$ cat src/rtl/rxp_pkg.sv
package rxp_pkg;
  parameter int unsigned RXP_DEF_W = 8;

  function automatic int unsigned rxp_cnt_w(input int unsigned w);
    return $clog2(w + 1);
  endfunction
endpackage

$ cat src/rtl/rxp_flag.sv
module rxp_flag (
  input  logic clk,
  input  logic rst_n,
  input  logic set_i,
  input  logic clr_i,
  output logic q_o
);
  always_ff @(posedge clk or negedge rst_n) begin
    if (!rst_n)      q_o <= 1'b0;
    else if (set_i)  q_o <= 1'b1;
    else if (clr_i)  q_o <= 1'b0;
  end

  AST_SET_WINS: assert property (@(posedge clk) disable iff (!rst_n)
    set_i |=> q_o);
endmodule

$ cat src/rtl/rxp_shifter.sv
module rxp_shifter #(
  parameter int unsigned DATA_W = rxp_pkg::RXP_DEF_W
) (
  input  logic              clk,
  input  logic              rst_n,
  input  logic              bit_in,
  input  logic              bit_stb,
  input  logic              take_i,
  output logic              full_o,
  output logic [DATA_W-1:0] byte_o
);
  localparam int unsigned CNT_W = rxp_pkg::rxp_cnt_w(DATA_W);

  logic [CNT_W-1:0]  cnt_q;
  logic [DATA_W-1:0] sh_q;
  logic              accept;

  assign full_o = (cnt_q == CNT_W'(DATA_W));
  assign accept = bit_stb && (!full_o || take_i);
  assign byte_o = sh_q;

  always_ff @(posedge clk or negedge rst_n) begin
    if (!rst_n) begin
      cnt_q <= '0;
      sh_q  <= '0;
    end else begin
      if (take_i)      cnt_q <= accept ? CNT_W'(1) : '0;
      else if (accept) cnt_q <= cnt_q + CNT_W'(1);
      if (accept)      sh_q  <= {sh_q[DATA_W-2:0], bit_in};
    end
  end

  AST_CNT_BOUND: assert property (@(posedge clk) disable iff (!rst_n)
    cnt_q <= CNT_W'(DATA_W));
  AST_PARKED_BYTE_KEPT: assert property (@(posedge clk) disable iff (!rst_n)
    full_o && !take_i |=> full_o && $stable(sh_q));
endmodule

$ cat src/rtl/rxp_holdbuf.sv
module rxp_holdbuf #(
  parameter int unsigned DATA_W = rxp_pkg::RXP_DEF_W
) (
  input  logic              clk,
  input  logic              rst_n,
  input  logic              load_i,
  input  logic [DATA_W-1:0] load_data,
  input  logic              pop_i,
  input  logic              peek_i,
  output logic              valid_o,
  output logic [DATA_W-1:0] rd_data
);
  logic [DATA_W-1:0] data_q;

  always_ff @(posedge clk or negedge rst_n) begin
    if (!rst_n) begin
      valid_o <= 1'b0;
      data_q  <= '0;
    end else if (load_i) begin
      valid_o <= 1'b1;
      data_q  <= load_data;
    end else if (pop_i) begin
      valid_o <= 1'b0;
    end
  end

  assign rd_data = ((pop_i || peek_i) && valid_o) ? data_q : '0;

  AST_POP_FREES: assert property (@(posedge clk) disable iff (!rst_n)
    pop_i && valid_o |=> !valid_o);
  AST_PEEK_KEEPS: assert property (@(posedge clk) disable iff (!rst_n)
    peek_i && !pop_i && !load_i |=> $stable(valid_o) && $stable(data_q));
  AST_NO_LOAD_WHEN_FULL: assert property (@(posedge clk) disable iff (!rst_n)
    valid_o |-> !load_i);
endmodule

$ cat src/rtl/i2c_rx_dbuf.sv
module i2c_rx_dbuf #(
  parameter int unsigned DATA_W = rxp_pkg::RXP_DEF_W
) (
  input  logic              clk,
  input  logic              rst_n,
  input  logic              bit_in,
  input  logic              bit_stb,
  input  logic              rd_pop,
  input  logic              rd_peek,
  input  logic              clr_dv_irq,
  input  logic              clr_uf_irq,
  output logic [DATA_W-1:0] rd_data,
  output logic              dv_status,
  output logic              dv_irq,
  output logic              uf_irq,
  output logic              hold_off
);
  logic              sh_full;
  logic              xfer;
  logic [DATA_W-1:0] sh_byte;

  assign xfer     = sh_full && !dv_status;
  assign hold_off = sh_full && dv_status;

  rxp_shifter #(.DATA_W(DATA_W)) u_shift (
    .clk(clk), .rst_n(rst_n), .bit_in(bit_in), .bit_stb(bit_stb),
    .take_i(xfer), .full_o(sh_full), .byte_o(sh_byte)
  );

  rxp_holdbuf #(.DATA_W(DATA_W)) u_buf (
    .clk(clk), .rst_n(rst_n), .load_i(xfer), .load_data(sh_byte),
    .pop_i(rd_pop), .peek_i(rd_peek), .valid_o(dv_status), .rd_data(rd_data)
  );

  rxp_flag u_dv_flag (
    .clk(clk), .rst_n(rst_n), .set_i(xfer),
    .clr_i(clr_dv_irq || (rd_pop && dv_status)), .q_o(dv_irq)
  );

  rxp_flag u_uf_flag (
    .clk(clk), .rst_n(rst_n), .set_i(rd_pop && !dv_status),
    .clr_i(clr_uf_irq), .q_o(uf_irq)
  );

  AST_HOLD_NEEDS_DV: assert property (@(posedge clk) disable iff (!rst_n)
    hold_off |-> dv_status);
  AST_ENTRY_SETS_BOTH: assert property (@(posedge clk) disable iff (!rst_n)
    xfer |=> dv_status && dv_irq);
  AST_EMPTY_POP_UF: assert property (@(posedge clk) disable iff (!rst_n)
    rd_pop && !dv_status |=> uf_irq);
  AST_PEEK_NO_UF: assert property (@(posedge clk) disable iff (!rst_n)
    !uf_irq && !rd_pop |=> !uf_irq);
  AST_DV_IRQ_NEEDS_DATA: assert property (@(posedge clk) disable iff (!rst_n)
    dv_irq |-> dv_status);
endmodule

$ cat config.mk
export PLATFORM = sky130hd
export DESIGN_NAME = i2c_rx_dbuf
export DESIGN_NICKNAME = d
export VERILOG_FILES = /design/src/rtl/rxp_pkg.sv /design/src/rtl/rxp_flag.sv /design/src/rtl/rxp_shifter.sv /design/src/rtl/rxp_holdbuf.sv /design/src/rtl/i2c_rx_dbuf.sv
export SDC_FILE = /design/constraint.sdc
export NUM_CORES = 1
export LEC_CHECK = 0
export BUFFER_PORTS_ARGS = -buffer_cell sky130_fd_sc_hd__buf_2
export CAP_MARGIN = 20
export CORE_MARGIN = 8
export CORE_UTILIZATION = 56
export CTS_BUF_LIST = sky130_fd_sc_hd__clkbuf_2
export DETAILED_ROUTE_END_ITERATION = 12
export GPL_TIMING_DRIVEN = 0
export PLACE_DENSITY = 0.81
export SETUP_SLACK_MARGIN = 0.15
export SYNTH_ARGS = -nofsm -noshare
export SYNTH_HDL_FRONTEND = slang
export SYNTH_HIERARCHICAL = 1
export SYNTH_SLANG_ARGS = --single-unit
$ cat constraint.sdc
create_clock -name clk -period 2.5 [get_ports clk]
set_input_delay 0 -clock clk [delete_from_list [all_inputs] [get_ports clk]]
set_output_delay 0 -clock clk [all_outputs]
set_load 0.05 [all_outputs]
Word level (Yosys, flattened, before mapping) --
Index checks and enable logic that the tools add are counted. Widths: inputs -> output; s select.
Storage, ports and cells: register bits 23, input bits 8
Operators by class: add/sub/neg operators 1, equality and inequality tests 1, mux-type cells 10, reductions and logical operators 15
Operators by type and width (count):
- $mux 4 | 2
- $mux 8 | 1
- $reduce_bool 2->1 | 4
- $mux 1 | 7
- $logic_and 1x1->1 | 6
- $add 4x1->4 const B | 1
- $eq 4x4->1 const B | 1
- $logic_or 1x1->1 | 3
- $logic_not 1->1 | 2

Logic depth before layout (Yosys ltp) --
depth in word-level cells 6, mapped depth 7, gate-level depth less buffers 7

Modules after synthesis --
The synthesis kept the hierarchy.
By module, submodules not included:
- rxp_shifter | instances 1, cells each 38, area an instance 530.5 sq um
- rxp_holdbuf | instances 1, cells each 30, area an instance 399.1 sq um
- rxp_flag | instances 2, cells each 3, area an instance 36.3 sq um
- i2c_rx_dbuf | instances 1, cells each 4, area an instance 26.3 sq um

Worst setup path after synthesis --
OpenSTA, ideal clock, no wires.
path type register to register, start register u_shift.cnt_q[0], end register u_buf.data_q[0], setup time 0.125 ns, data arrival time 1.823 ns, setup slack 0.552 ns, cell stages (with the launch flop) 8, path buffers 1, period minus slack after synthesis 1.948 ns, path through dfrtp_1 -> inv_1 -> ha_1 -> nand3b_4 -> inv_1 -> nor2b_1 -> buf_2 -> mux2_2
Between the ends: word-level cells in the longest chain between the ends 2
RTL lines:
- start, declared | RTL line rxp_shifter.sv:14 | logic [CNT_W-1:0] cnt_q;
- start signal, assigned | RTL line rxp_shifter.sv:27 | if (take_i) cnt_q <= accept ? CNT_W'(1) : '0;
- start signal, assigned | RTL line rxp_shifter.sv:28 | else if (accept) cnt_q <= cnt_q + CNT_W'(1);
- $eq 4x4->1 | RTL line rxp_shifter.sv:18 | assign full_o = (cnt_q == CNT_W'(DATA_W));
- net sh_full | RTL line i2c_rx_dbuf.sv:18 | logic sh_full;
- $logic_and 1x1->1 | RTL line i2c_rx_dbuf.sv:22 | assign xfer = sh_full && !dv_status;
- net xfer | RTL line i2c_rx_dbuf.sv:19 | logic xfer;
- end signal, assigned | RTL line rxp_holdbuf.sv:21 | data_q <= load_data;
- end, declared | RTL line rxp_holdbuf.sv:13 | logic [DATA_W-1:0] data_q;
The timed path passes the listed nets, and every way through them passes these cells. A chain may end at the register's enable or synchronous reset.

Final worst setup path --
start register u_shift.cnt_q[0], end register u_buf.data_q[6]
The elaborated chain is that of the path after synthesis.

==> impl_metrics.yaml <==
synth:
  synth_mux_area_share_pct: 17.5
  synth_fa_ha_area_share_pct: 2.43
  ys.flop_type: "dfrtp_1"
  synthSimpleGateAreaFrac_pct: 11.9
  synth-edff-count: 0
  ys_seq_elements: 23
  synth_compound_area_share_pct: 5.84
  ys_seq_area_share_pct: 56.0
  synth.top_cell.area_share_pct: 56.0
  yosysTopAreaCell: "dfrtp_1"
  synth_top_family_by_area: "multiplexers"
  async_flop_share_pct: 100
  yosys_warnings: 6
  avgSynthCellArea_um2: 13.2
  synthXorXnorAreaFrac_pct: 2.55
  syn-cell-area_mm2: 0.00103
  synth_area_leaders: "dfrtp_1 56%, mux2_2 18%, and3_1 4.9%, a21o_1 2.9%, ha_1 2.4%"
  netlist_instances: 78
  synthesis.nets: 88
  synthDistinctLibCells: 22
final_layout:
  nFillCells: 132
  instances_no_fill: 132
  num-nets-final: 118
  final_cell_mix: "23 x dfrtp_1, 20 x buf_2, 16 x mux2_2"
  layout-drive-gt1-share_pct: 42.1
  layout_commonest_cell: "dfrtp_1"
  diodes: 0
  areaGrowthSynthToFinish_pct: 20.3
global_routing:
  grt_use_met1_pct: 13.1
  grt_pass1_vias: 693
  grt.busiest_layer: "met2"
  grt_start_max_net_pins: 24
  gr-usage-all-layers_pct: 11.6
  antenna_found_initial: 0
  grt_overflow: 0
  grt_util_met2_pct: 18.7
  grt_pass1_wl_um: 3090
  met3_usage_pct: 3.91
cts:
  post_cts_buffers: 0
  clkTransAtPathRegs_ns: 0.19
  root_buffer: "clkbuf_2"
  htreeDepth: 1
  cts_tree: "yes"
  clkSinkCount: 23
  numCtsBuffers: 3
  clockBufferDepth: 2
  clk_latency_ns: 0.31
place:
  gp_congestion: 0.787
  port_buffers: 19
  dp_cells: 122
  dp_hpwl_um: 1320
die:
  core_area_mm2: 0.00173
  fp-row-count: 15
  dieArea_mm2: 0.00346
  die_w_um: 58.9
  io_pins: 20
  die_y_um: 58.9
  initial_utilization_pct: 59.6
routing:
  vias_per_cell: 4.99
  final_antenna_net_count: 0
  wl_per_cell_um: 14.4
  vias: 659
  drt_wl_total_um: 1900
  dr.pass1.iters: 4
  drc_errors: 0
  drt_iter0_drc: 19
setup_path:
  worstPathArrival_ns: 2.29
  cp_data_required_time_ns: 2.72
  path_class: "register to register"
  crit_path_start_kind: "register"
  cp-end-kind: "register"
  worstPathMaxFanout: 9
hold_path:
  hp-class: "primary input to async pin"
timing:
  hold_violations: 0
  clock_skew_ns: 0.00433
  finalCritPeriodShare_pct: 82.5
  worst_slew_pin_slew_ns: 0.488
  setup_viol: 0
  timing.hold.ws_ns: 0.150
  fin_setup_tns_ns: 0
  final_max_slew_viol_count: 0
  rsz0062_at_grt: "no"
  max-slew-margin-rel_pct: 67.5
  fmaxAchievable_mhz: 485
  period_needed_ns: 2.06
power_and_ir_drop:
  power_uw: 1340
  power_leakage_uw: 0.000680
  power_density_mw_per_mm2: 1080
  peakVddDrop_uv: 569
status:
  outcome: "complete, no violations"
flow_run:
  max_cap_violations: 0
==> routing by layer <==
layer	wire [um]	part of all wire (%)	vias up
met3	137	7.2	2
met2	926	49	14
met4	8	0.42	0
met1	829	44	321
met5	0	0	-
li1	-	-	322
==> flip-flops by register name, summed over array words and instances (netlist names) <==
| signal | count |
|---|---|
| u_buf/valid_o | 1 |
| u_uf_flag/q_o | 1 |
| u_dv_flag/q_o | 1 |
| u_shift/byte_o | 8 |
| u_shift/cnt_q | 4 |
| u_buf/data_q | 8 |
==> through the flow <==
stage | cell area, um2 | util, % | setup WS [ns]
after floorplan | 1030 | - | 0.552
after global placement | 1150 | 66.9 | 0.359
after detailed placement | 1150 | 66.9 | 0.301
after CTS | 1230 | 71.5 | 0.268
after global routing | 1240 | 71.7 | 0.275
final | 1240 | 71.7 | 0.437
==> final cells by class <==
cell class	count	area [um2]	share of cell area, %
Clock buffer	4	20.0	1.62
Tap cell	25	31.3	2.53
Buffer	2	16.3	1.31
Sequential cell	23	576	46.5
Timing Repair Buffer	25	155	12.5
Inverter	6	22.5	1.82
Multi-Input combinational cell	47	417	33.7
==> path summary, 6_finish.rpt <==
check	start	endpoint	slack (ns)	depth (start not counted)
worst max-delay path	u_shift/cnt_q[0]$_DFFE_PN0P_	u_buf/data_q[6]$_DFFE_PN0P_	0.44	7
worst min-delay path	rst_n	u_shift/cnt_q[3]$_DFFE_PN0P_	0.15	2
worst max register to register	u_shift/cnt_q[0]$_DFFE_PN0P_	u_buf/data_q[6]$_DFFE_PN0P_	0.44	7
worst min register to register	u_uf_flag/q_o$_DFFE_PN0P_	u_uf_flag/q_o$_DFFE_PN0P_	0.51	1
max in group asynchronous	rst_n	u_buf/data_q[1]$_DFFE_PN0P_	2.02	2
min in group clk	bit_in	u_shift/byte_o[0]$_DFFE_PN0P_	0.46	3
==> power breakdown <==
group	internal, uW	switching, uW	total, uW	leakage [uW]
sequential	541	119	660	0.000279
clock	42.4	100	143	0.0000166
combinational	240	295	535	0.000385
==> Yosys cell counts (all sizes together) (2+ instances only) <==
cell,instances
ha,2
and3,8
nor2,2
dfrtp,23
buf,2
nor2b,2
inv,6
mux2,16
a21o,5
xor2,2
==> repair_timing <==
item	CTS	global route
hold buffers	6	0
gates resized for setup	0	1
hold endpoints to repair	28	0
setup endpoints to repair	0	8
==> cell families after synthesis <==
kind of cell	count (synthesis)
flip-flops	23
AND/OR/NAND/NOR	19
multiplexers	16
buffers and inverters	8
AO/OA/AOI/OAI	7
XOR/XNOR	3
adder cells (fa/ha/maj)	2
==> worst max-delay path, cell delays in order, from the launching register on <==
cell and delay (ns):
dfrtp_1 0.44, inv_1 0.09, ha_1 0.20, nand3b_4 0.11, inv_1 0.10, nor2b_2 0.34
buf_2 0.31, mux2_2 0.37
(Power assumes the default switching activity.)
